`src/rtl/jtag_tap_pkg.sv`:
```
// Shared types for the test access port: controller states, instruction
// codes and the data-register selector. Assumes a 5-bit instruction.
package jtag_tap_pkg;

    localparam int IR_W = 5;

    typedef enum logic [3:0] {
        ST_RESET   = 4'd0,
        ST_IDLE    = 4'd1,
        ST_SEL_DR  = 4'd2,
        ST_CAP_DR  = 4'd3,
        ST_SH_DR   = 4'd4,
        ST_EX1_DR  = 4'd5,
        ST_PAU_DR  = 4'd6,
        ST_EX2_DR  = 4'd7,
        ST_UPD_DR  = 4'd8,
        ST_SEL_IR  = 4'd9,
        ST_CAP_IR  = 4'd10,
        ST_SH_IR   = 4'd11,
        ST_EX1_IR  = 4'd12,
        ST_PAU_IR  = 4'd13,
        ST_EX2_IR  = 4'd14,
        ST_UPD_IR  = 4'd15
    } tap_state_e;

    typedef enum logic [1:0] {
        DR_BYP = 2'd0,
        DR_ID  = 2'd1,
        DR_BSC = 2'd2
    } dr_sel_e;

    localparam logic [IR_W-1:0] INS_EXTEST = 5'b00000;
    localparam logic [IR_W-1:0] INS_IDCODE = 5'b00001;
    localparam logic [IR_W-1:0] INS_SAMPLE = 5'b00010;
    localparam logic [IR_W-1:0] INS_BYPASS = 5'b11111;

endpackage

```
`src/rtl/tap_fsm.sv`:
```
// Sixteen-state test controller. Moves one step per rising tck edge,
// steered by tms. Assumes trst_n is sampled synchronously on tck.
module tap_fsm
    import jtag_tap_pkg::*;
(
    input  logic       tck,
    input  logic       trst_n,
    input  logic       tms,
    output tap_state_e state
);

    tap_state_e nxt;

    // Next-state graph of the controller.
    always_comb begin
        unique case (state)
            ST_RESET:  nxt = tms ? ST_RESET  : ST_IDLE;
            ST_IDLE:   nxt = tms ? ST_SEL_DR : ST_IDLE;
            ST_SEL_DR: nxt = tms ? ST_SEL_IR : ST_CAP_DR;
            ST_CAP_DR: nxt = tms ? ST_EX1_DR : ST_SH_DR;
            ST_SH_DR:  nxt = tms ? ST_EX1_DR : ST_SH_DR;
            ST_EX1_DR: nxt = tms ? ST_UPD_DR : ST_PAU_DR;
            ST_PAU_DR: nxt = tms ? ST_EX2_DR : ST_PAU_DR;
            ST_EX2_DR: nxt = tms ? ST_UPD_DR : ST_SH_DR;
            ST_UPD_DR: nxt = tms ? ST_SEL_DR : ST_IDLE;
            ST_SEL_IR: nxt = tms ? ST_RESET  : ST_CAP_IR;
            ST_CAP_IR: nxt = tms ? ST_EX1_IR : ST_SH_IR;
            ST_SH_IR:  nxt = tms ? ST_EX1_IR : ST_SH_IR;
            ST_EX1_IR: nxt = tms ? ST_UPD_IR : ST_PAU_IR;
            ST_PAU_IR: nxt = tms ? ST_EX2_IR : ST_PAU_IR;
            ST_EX2_IR: nxt = tms ? ST_UPD_IR : ST_SH_IR;
            ST_UPD_IR: nxt = tms ? ST_SEL_DR : ST_IDLE;
            default:   nxt = ST_RESET;
        endcase
    end

    // State register with synchronous active-low reset.
    always_ff @(posedge tck) begin
        if (!trst_n) state <= ST_RESET;
        else         state <= nxt;
    end

endmodule

```
`src/rtl/tap_ir.sv`:
```
// Instruction register: a shift rank loaded with the identification code
// on leaving Capture-IR, and a parallel rank committed on leaving Update-IR
// or forced to the identification code in Test-Logic-Reset.
module tap_ir
    import jtag_tap_pkg::*;
(
    input  logic            tck,
    input  logic            trst_n,
    input  tap_state_e      state,
    input  logic            tdi,
    output logic [IR_W-1:0] ir_q,
    output logic            ir_so
);

    logic [IR_W-1:0] ir_sh;

    // Shift rank: capture the fixed code, then shift toward bit 0.
    always_ff @(posedge tck) begin
        if (!trst_n)                ir_sh <= '0;
        else if (state == ST_CAP_IR) ir_sh <= INS_IDCODE;
        else if (state == ST_SH_IR)  ir_sh <= {tdi, ir_sh[IR_W-1:1]};
    end

    // Parallel rank: commit on update, restore in reset.
    always_ff @(posedge tck) begin
        if (!trst_n)                 ir_q <= INS_IDCODE;
        else if (state == ST_RESET)  ir_q <= INS_IDCODE;
        else if (state == ST_UPD_IR) ir_q <= ir_sh;
    end

    assign ir_so = ir_sh[0];

endmodule

```
`src/rtl/tap_dr.sv`:
```
// Data registers: the one-bit bypass stage, the identification register and
// the boundary chain with its update rank. Only the selected register
// captures or shifts. Assumes ID_VALUE has bit 0 set.
module tap_dr
    import jtag_tap_pkg::*;
#(
    parameter int          BSR_LEN  = 261,
    parameter logic [31:0] ID_VALUE = 32'h4B7D2C19
) (
    input  logic               tck,
    input  logic               trst_n,
    input  tap_state_e         state,
    input  dr_sel_e            sel,
    input  logic               tdi,
    input  logic [BSR_LEN-1:0] pin_in,
    output logic [BSR_LEN-1:0] bsr_q,
    output logic               dr_so
);

    localparam int ID_W = 32;

    logic               byp;
    logic [ID_W-1:0]    id_sh;
    logic [BSR_LEN-1:0] bsr_sh;

    // Bypass stage: capture 0, otherwise a single delay.
    always_ff @(posedge tck) begin
        if (!trst_n) byp <= 1'b0;
        else if (sel == DR_BYP && state == ST_CAP_DR) byp <= 1'b0;
        else if (sel == DR_BYP && state == ST_SH_DR)  byp <= tdi;
    end

    // Identification register: capture the constant, then shift.
    always_ff @(posedge tck) begin
        if (!trst_n) id_sh <= '0;
        else if (sel == DR_ID && state == ST_CAP_DR) id_sh <= ID_VALUE;
        else if (sel == DR_ID && state == ST_SH_DR)  id_sh <= {tdi, id_sh[ID_W-1:1]};
    end

    // Boundary shift rank: capture the pin side, then shift.
    always_ff @(posedge tck) begin
        if (!trst_n) bsr_sh <= '0;
        else if (sel == DR_BSC && state == ST_CAP_DR) bsr_sh <= pin_in;
        else if (sel == DR_BSC && state == ST_SH_DR)  bsr_sh <= {tdi, bsr_sh[BSR_LEN-1:1]};
    end

    // Boundary update rank: commit on leaving Update-DR.
    always_ff @(posedge tck) begin
        if (!trst_n) bsr_q <= '0;
        else if (sel == DR_BSC && state == ST_UPD_DR) bsr_q <= bsr_sh;
    end

    // Serial output of the selected register.
    always_comb begin
        unique case (sel)
            DR_ID:   dr_so = id_sh[0];
            DR_BSC:  dr_so = bsr_sh[0];
            default: dr_so = byp;
        endcase
    end

endmodule

```
`src/rtl/jtag_tap.sv`:
```
// Top of the test access port. Decodes the committed instruction into a
// data-register select, and retimes the serial output and its enable onto
// the falling tck edge. Assumes all inputs are synchronous to tck.
module jtag_tap
    import jtag_tap_pkg::*;
#(
    parameter int          BSR_LEN  = 261,
    parameter logic [31:0] ID_VALUE = 32'h4B7D2C19
) (
    input  logic               tck,
    input  logic               trst_n,
    input  logic               tms,
    input  logic               tdi,
    input  logic [BSR_LEN-1:0] bsr_pin_in,
    output logic               tdo,
    output logic               tdo_oe,
    output logic [IR_W-1:0]    ir_out,
    output logic               extest_en,
    output logic [BSR_LEN-1:0] bsr_out
);

    tap_state_e cur_state;
    dr_sel_e    dr_sel;
    logic       ir_so;
    logic       dr_so;
    logic       in_shift;

    tap_fsm u_fsm (
        .tck    (tck),
        .trst_n (trst_n),
        .tms    (tms),
        .state  (cur_state)
    );

    tap_ir u_ir (
        .tck    (tck),
        .trst_n (trst_n),
        .state  (cur_state),
        .tdi    (tdi),
        .ir_q   (ir_out),
        .ir_so  (ir_so)
    );

    tap_dr #(.BSR_LEN(BSR_LEN), .ID_VALUE(ID_VALUE)) u_dr (
        .tck    (tck),
        .trst_n (trst_n),
        .state  (cur_state),
        .sel    (dr_sel),
        .tdi    (tdi),
        .pin_in (bsr_pin_in),
        .bsr_q  (bsr_out),
        .dr_so  (dr_so)
    );

    // Instruction decode into the data-register select.
    always_comb begin
        unique case (ir_out)
            INS_IDCODE:             dr_sel = DR_ID;
            INS_EXTEST, INS_SAMPLE: dr_sel = DR_BSC;
            default:                dr_sel = DR_BYP;
        endcase
    end

    assign extest_en = (ir_out == INS_EXTEST);
    assign in_shift  = (cur_state == ST_SH_IR) || (cur_state == ST_SH_DR);

    // Serial output stage on the falling edge; holds outside shifting.
    always_ff @(negedge tck) begin
        if (!trst_n) begin
            tdo    <= 1'b0;
            tdo_oe <= 1'b0;
        end else begin
            tdo_oe <= in_shift;
            if (in_shift) tdo <= (cur_state == ST_SH_IR) ? ir_so : dr_so;
        end
    end

endmodule

```
`config.mk`:
```
export PLATFORM = sky130hd
export DESIGN_NAME = jtag_tap
export DESIGN_NICKNAME = d
export VERILOG_FILES = /design/src/rtl/jtag_tap_pkg.sv /design/src/rtl/tap_fsm.sv /design/src/rtl/tap_ir.sv /design/src/rtl/tap_dr.sv /design/src/rtl/jtag_tap.sv
export SDC_FILE = /design/constraint.sdc
export NUM_CORES = 1
export LEC_CHECK = 0
export BUFFER_PORTS_ARGS = -buffer_cell sky130_fd_sc_hd__clkbuf_2
export CELL_PAD_IN_SITES_DETAIL_PLACEMENT = 1
export CELL_PAD_IN_SITES_GLOBAL_PLACEMENT = 1
export CORE_UTILIZATION = 44
export CTS_BUF_LIST = sky130_fd_sc_hd__clkbuf_8
export CTS_CLUSTER_SIZE = 16
export DETAILED_ROUTE_END_ITERATION = 8
export GPL_TIMING_DRIVEN = 0
export PLACE_DENSITY = 0.95
export SETUP_SLACK_MARGIN = 0.5
export SLEW_MARGIN = 5
export SYNTH_ARGS = -nofsm -noshare
export SYNTH_HDL_FRONTEND = slang
export SYNTH_SLANG_ARGS = --single-unit
```
`constraint.sdc`:
```
create_clock -name tck -period 3.3 [get_ports tck]
set_clock_uncertainty 0.1 [all_clocks]
set_input_delay 0.495 -clock tck [delete_from_list [all_inputs] [get_ports tck]]
set_output_delay 0.495 -clock tck [all_outputs]
set_load 0.1 [all_outputs]
```
==> run metrics, run 1 <==
status=finished with violations; violated checks=negative setup slack; number of endpoints with negative hold slack in the final report=0; antenna viol nets, final=0; critical path cell sequence=clkbuf_16; Clock Sink Count=571; setup TNS=-487.9 ps; Min-Delay Path Class=in -> reg; Max Cap Viol=0; setup repair after global routing missed its margin=true; mapped cell area=20750 µm²; cell at the root of the clock tree=clkbuf_8; Pre-Repair DR Iteration Count=7; Synth area leader=dfxtp_1; Routability Congestion=0.9268; EDFF count, synth=0; pin count of the biggest net entering global routing=14; fraction of the yosys area taken by sequential cells=0.5509; Worst Path Required=2700 ps; data arrival at the endpoint of the critical path=2880 ps; slowest stage delay, CP=360 ps; Total Die Area=48030 µm²; ratio of total power to cell area=523.2 nW/µm²; area of the multi-input gates=8357 µm²; Boundary Pins=534; syn_area_per_cell=9.105 µm²; share of layout cells above drive strength 1=0.2799; Final Max Tran Viols=0; number of buffers created by CTS=94; worst max-slew margin expressed relative to the limit=0.2120; Rows=79; Worst Path Max Fanout=2; Layout fillers=5404; wire length of the first global-routing pass=151500 µm; Bufs on Longest Clock Path=3; count of synthesis-stage warnings from yosys=0; total wire length after detailed routing=104600 µm; post-DR vias/cell=6.311; clock latency reported for the late side of the worst-skew pair=700 ps; measured slew at the worst slew-check pin=1167 ps; design area=27650 µm²; Final Net Count=3288; crit-path leading delay family=flip-flops; critical path start-end classification=reg -> out; area added between synthesis and finish=33.22%; Sequential Area=11460 µm²; hpwl dp=57870 µm; Setup-failing EPs final=3; DR vias=23438; Seq cells post-synth=571; top cells by area, synth=dfxtp_1 (55%), o2bb2ai_1 (11%), nand2_1 (10%); CTS H-tree lvls=3; Routed wire per std cell=28.16 µm; total of buffers placed on input and output ports=531; critical path's slowest cell=dfxtp_4; number of remaining DRC errors=0; floorplan core area=46560 µm²; total grt overflow=0; initial antenna violation count=17; number of cells produced by synthesis=2279; Tot GR Track Use=0.4143; kind of end point of the critical path=output pin; Synthesized Nets=2547; Worst Path Buf+Inv=1; register clock-pin slew on the reported worst setup and hold paths=70 ps; worst-case hold slack=20.73 ps; fraction of post-synthesis cell area in the top cell type by area=0.5509; synth unique cells=49; LEAKAGE=10.58 nW; worst slack after detailed placement=-55.32 ps; slack of the critical path=-179.7 ps; Synth async-reset ratio=0; maximum VDD drop=0.0003791 V; Vert. Die Dim=219.2 µm; initial core utilization=0.4457; DR iter-0 viols=2511; TritonCTS clock tree=done; ys flop type=dfxtp_1; standard cell area after detailed placement=24270 µm²; number of global-route vias before repair=24540; Worst Setup Start Kind=flop; horizontal die dimension=219.2 µm
## metal layers
layer	global-route usage	wire length (µm)
met4	0.3282	8752
met1	0.4375	36400
met5	0.005208	95
met2	0.6815	49250
met3	0.1324	10080
## cell usage in the layout, fill, tap and decap left out, types with 5 or more instances in the layout
| master | instances |
|---|---|
| nand3_1 | 5 |
| clkbuf_8 | 128 |
| o22ai_1 | 262 |
| o21ai_0 | 5 |
| clkbuf_4 | 7 |
| a21oi_1 | 284 |
| o2bb2ai_1 | 246 |
| clkbuf_2 | 544 |
| buf_6 | 6 |
| inv_1 | 34 |
| buf_2 | 86 |
| clkbuf_1 | 82 |
| a221oi_1 | 16 |
| buf_4 | 27 |
| diode_2 | 13 |
| dfxtp_1 | 561 |
| nand2_1 | 567 |
| nor2_1 | 30 |
| dfxtp_4 | 7 |
| o2bb2ai_2 | 14 |
| clkinv_2 | 11 |
| dlygate4sd3_1 | 101 |
## cell families (layout without fill, tap and decap cells)
logic type,Yosys count,in the layout,synth area share
AO/OA/AOI/OAI,852,852,0.2775
buffers and inverters,231,1046,0.05113
other,0,13,0
flip-flops,571,571,0.5509
multiplexers,3,3,0.001447
AND/OR/NAND/NOR,619,619,0.1172
adder cells (fa/ha/maj),3,3,0.001809
## report_power, final
part           switching [W]  total [W]  internal (W)
clock                0.00330    0.00691       0.00361
sequential         0.0000105    0.00691       0.00690
combinational       0.000385   0.000649      0.000263
total                0.00369     0.0145        0.0108
## final cells by class
| class | instances | area share |
|---|---|---|
| plain buffers | 222 | 0.04236 |
| repair buffers | 644 | 0.1380 |
| clock inverters | 48 | 0.01104 |
| inverters | 8 | 0.001358 |
| multi-input cells | 1477 | 0.3023 |
| flip-flops and latches | 571 | 0.4146 |
| well taps | 607 | 0.02747 |
| clock buffers | 124 | 0.06173 |
| diodes | 13 | 0.001177 |
## metrics by stage
stage	util	instances	power [W]
after global placement	0.5212	3417	0.007517
after global routing	0.5937	3712	0.01477
after detailed placement	0.5212	3417	0.007532
after CTS	0.5904	3697	0.01420
after floorplan	-	2279	0.007261
final	0.5938	3714	0.01447
## what timing repair did
action | CTS | global route
gates resized for setup | 40 | 34
buffers inserted | 8 | 4
pin swaps | 7 | 3
hold endpoints to repair | 101 | 0
endpoints found under the setup margin | 84 | 308
hold buffers | 101 | 0
## state kept, by name, indices dropped and copies added, names as in the netlist
register and flops:
u_dr.byp 1, tdo 1, u_dr.bsr_q 261, u_dr.bsr_sh 261
u_ir.ir_sh 5, u_fsm.state 4, tdo_oe 1, u_ir.ir_q 5
u_dr.id_sh 32
## worst reg2reg max path: cells and delay by family, from the launching register on
family                     cells  cell delay, ps
and+or+nand+nor                3             480
DFF                            1             360
adders and majority gates      1             240
AOI/OAI and AO/OA              3             340
buffers and inverters          1             120
## worst paths after layout
check | startpoint | to | slack, ps | cells after the start
worst min-delay path | bsr_pin_in[209] | u_dr.bsr_sh[209] | 20 | 3
worst min register to register | u_dr.bsr_q[6] | u_dr.bsr_q[6] | 360 | 2
worst max register to register | u_ir.ir_q[4] | tdo | -140 | 8
worst max-delay path | tdo | tdo | -180 | 1
## cell usage after synthesis, types with 2 or more instances
cell         n
buf_4       14
o22ai_1    262
nand3_1      5
a21o_1       2
o21ai_0      5
o2bb2ai_1  250
o21ai_1      2
a21oi_1    287
mux2i_1      3
a31oi_1      2
ha_1         3
buf_6        3
o2bb2ai_2   10
nor3_1       2
buf_2       95
o211ai_1     2
dfxtp_1    571
and2_1       2
inv_1        8
a221oi_1    16
a211oi_1     2
clkbuf_1   104
a311oi_1     3
buf_1        6
nand2_1    567
nor2_1      30
Note: power is estimated with default switching activity, not from simulation.
==> run 2, diff against run 1 <==
ABC_AREA = 1   (was not set)
CORE_UTILIZATION = 43   (was 44)
==> run 2 against run 1 <==
The run still ends with negative setup slack left. Routed wire length increased by 14%. Register-to-register slack got worse by 140 ps. Combinational power is 8.8% lower. Sequential cell count is the same. Sequential power hardly changed. Worst setup slack got worse by 100 ps. Critical path type is now reg -> reg. Highest routed layer unchanged.
==> run metrics, run 2 <==
Layout fillers=7333 (+36%); wire length of the first global-routing pass=176100 µm (+16%); Final Max Tran Viols=0 (unchanged); cell with the most instances after synthesis=dfxtp_1; floorplan core area=56390 µm² (+21%); Worst Setup Start Kind=flop; Seq cells post-synth=571 (unchanged); Worst Hold Launch=bsr_pin_in[208]; cell at the root of the clock tree=clkbuf_8; uppermost layer routed=met5; pin count of the biggest net entering global routing=14 (unchanged); Vert. Die Dim=241.1 µm (+10%); syn_area_per_cell=7.183 µm² (-21%); total grt overflow=0 (unchanged); Boundary Pins=534 (unchanged); FF-to-FF Start=u_ir.ir_q[2]; Synth async-reset ratio=0 (unchanged); Worst Path Buf+Inv=1 (unchanged); count of synthesis-stage warnings from yosys=0 (unchanged); power after layout=0.01423 W (-1.6%); met3 wire len=11030 µm (+9.4%); status=finished with violations; synthesized-area fraction occupied by and/or/nand/nor cells=0.1722 (+0.05499); violated checks=negative setup slack; clock latency reported for the late side of the worst-skew pair=710 ps (about the same); Synth Area in Compound Gates=0.2272 (-0.05034); largest registers=u_dr.bsr_q (261), u_dr.bsr_sh (261), u_dr.id_sh (32); ratio of total power to cell area=460.8 nW/µm² (-12%); Synth area leader=dfxtp_1; sum of routed wire segments on met1=41770 µm (+15%); Synthesized Nets=3689 (+45%); horizontal die dimension=241.1 µm (+10%); most common cell after layout, fill and taps aside=inv_1; TritonCTS clock tree=done; area added between synthesis and finish=25.72%; CTS H-tree lvls=3 (unchanged); EDFF count, synth=0 (unchanged); setup TNS=-629.2 ps (-141.3 ps); number of buffers created by CTS=96 (+2.1%); Min-Delay Path Class=in -> reg; total of buffers placed on input and output ports=533 (+0.38%); critical path cell sequence=nor2_4, nand2_4, nor3_4, inv_2, ha_4, nand2_4, a21oi_4, nor2_2, nor2_1, nor2_1; number of global-route vias before repair=29965 (+22%); antenna viol nets, final=0 (unchanged); worst setup path start=u_ir.ir_q[2]; WL met2=56340 µm (+14%); number of cells produced by synthesis=3421 (+50%); data arrival at the endpoint of the critical path=2380 ps (-500 ps); top cells by area, synth=dfxtp_1 (47%), a21oi_1 (11%), inv_1 (8.6%); hpwl dp=67700 µm (+17%); Rows=87 (+10%); ys flop type=dfxtp_1; Total Die Area=58110 µm² (+21%); critical path start-end classification=reg -> reg; post-DR vias/cell=5.686 (-9.9%); initial antenna violation count=11 (-6); Clock Sink Count=571 (unchanged); LEAKAGE=14.25 nW (+35%); multiplexer area fraction after synthesis=0 (-0.001447); share of the synthesized netlist area taken by xor and xnor gates=0 (unchanged); kind of end point of the critical path=flop; Worst Path Required=2100 ps (-600 ps); number of endpoints with negative hold slack in the final report=0 (unchanged); fraction of the yosys area taken by sequential cells=0.4652 (-0.08566); Max Cap Viol=0 (unchanged); Setup-failing EPs final=3 (unchanged); mapped cell area=24570 µm² (+18%); initial core utilization=0.4358 (-0.009942); combinational family with the most area after synthesis=compound AO/OA/AOI/OAI gates; worst max-slew margin expressed relative to the limit=0.2580 (+0.04597); measured slew at the worst slew-check pin=1113 ps (-53.68 ps); fraction of post-synthesis cell area in the top cell type by area=0.4652 (-0.08566); Pre-Repair DR Iteration Count=5 (-2); DR vias=28088 (+20%); critical path's slowest cell=dfxtp_4; register clock-pin slew on the reported worst setup and hold paths=70 ps (about the same); Routed wire per std cell=24.14 µm (-14%); slack of the critical path=-279.4 ps (-99.70 ps); Final Net Count=4376 (+33%); Worst Path Max Fanout=3 (+1); total wire length after detailed routing=119300 µm (+14%); DR iter-0 viols=2321 (-7.6%); number of remaining DRC errors=0 (unchanged); Tot GR Track Use=0.3942 (-0.02006); share of layout cells above drive strength 1=0.2444 (-0.03552); slowest stage delay, CP=360 ps (about the same); leading cell types in the layout, fill and taps excluded=inv_1 (594), dfxtp_1 (560), a21oi_1 (549), clkbuf_2 (540), o21ai_0 (365); setup repair after global routing missed its margin=true; post-synthesis adder-cell area fraction=0.001528 (-0.0002813); crit-path leading delay family=simple AND/OR/NAND/NOR gates; most frequent cells after synthesis=dfxtp_1 (571), inv_1 (563), a21oi_1 (553); Routability Congestion=0.8944 (-3.5%); synth unique cells=27 (-45%); maximum VDD drop=0.0003585 V (-5.4%); Bufs on Longest Clock Path=3 (unchanged)
==> run 2: routing by layer <==
metal | up-vias | global-route usage
li1 | 12123 | -
met1 | 13481 | 0.4160
met2 | 1772 | 0.6554
met3 | 702 | 0.1226
met4 | 10 | 0.3057
met5 | - | 0
==> run 2: final timing paths <==
| check | depth (start not counted) | slack [ps] | end |
|---|---|---|---|
| max reg2reg | 10 | -280 | tdo |
| max | 10 | -280 | tdo |
| min | 4 | 20 | u_dr.bsr_sh[208] |
| min reg2reg | 2 | 350 | u_dr.bsr_q[136] |
==> run 2: where the power goes <==
part           internal, W  leakage [nW]  switching (W)
Sequential         0.00689          4.60     0.00000990
Clock              0.00339          1.13        0.00335
Combinational     0.000231          8.51       0.000361
Total               0.0105          14.2        0.00372
==> run 2: repair_timing <==
item                                   in CTS  in global routing
setup endpoints to repair                 206                118
pin swaps                                   7                 10
setup buffers                               3                 11
resized for setup                          35                 33
endpoints found under the hold margin      40                  1
hold buffers                               40                  1
==> run 2: through the flow <==
stage | hold WS, ps | cells | cell area, µm² | setup slack, ps | utilization
floorplan | 323.9 | 3421 | 24610 | -67.05 | -
global placement | 331.8 | 4710 | 28230 | -279.9 | 0.5006
detailed placement | 336.1 | 4710 | 28230 | -241.8 | 0.5006
CTS | 0.1570 | 4922 | 30690 | -204.3 | 0.5443
global route | 4.836 | 4939 | 30890 | -318.9 | 0.5478
finish | 16.30 | 4940 | 30890 | -279.4 | 0.5479
==> run 2: logic make-up (layout without fill, tap and decap cells) <==
| group | Yosys count | count (layout) |
|---|---|---|
| flops | 571 | 571 |
| simple gates | 930 | 930 |
| buf+inv | 803 | 1560 |
| compound gates | 1114 | 1114 |
| fa+ha+maj | 3 | 3 |
| other cells | 0 | 6 |
==> run 2: cell type report <==
| class | instances | area, µm² | area share |
|---|---|---|---|
| Antenna cell | 6 | 15.01 | 0.0004860 |
| Buffer | 236 | 1194 | 0.03864 |
| Timing Repair Buffer | 588 | 3223 | 0.1043 |
| Inverter | 566 | 2132 | 0.06901 |
| Clock inverter | 50 | 264.0 | 0.008546 |
| Clock buffer | 120 | 1652 | 0.05346 |
| Multi-Input combinational cell | 2047 | 9998 | 0.3236 |
| Tap cell | 756 | 945.9 | 0.03062 |
| Sequential cell | 571 | 11470 | 0.3713 |
==> run 2: worst reg2reg max path, delay by kind of cell (launching register included) <==
family | cells | cell delay (ps)
buffers and inverters | 1 | 110
AO/OA/AOI/OAI | 1 | 120
flip-flops | 1 | 360
adder cells (fa/ha/maj) | 1 | 310
AND/OR/NAND/NOR | 7 | 760
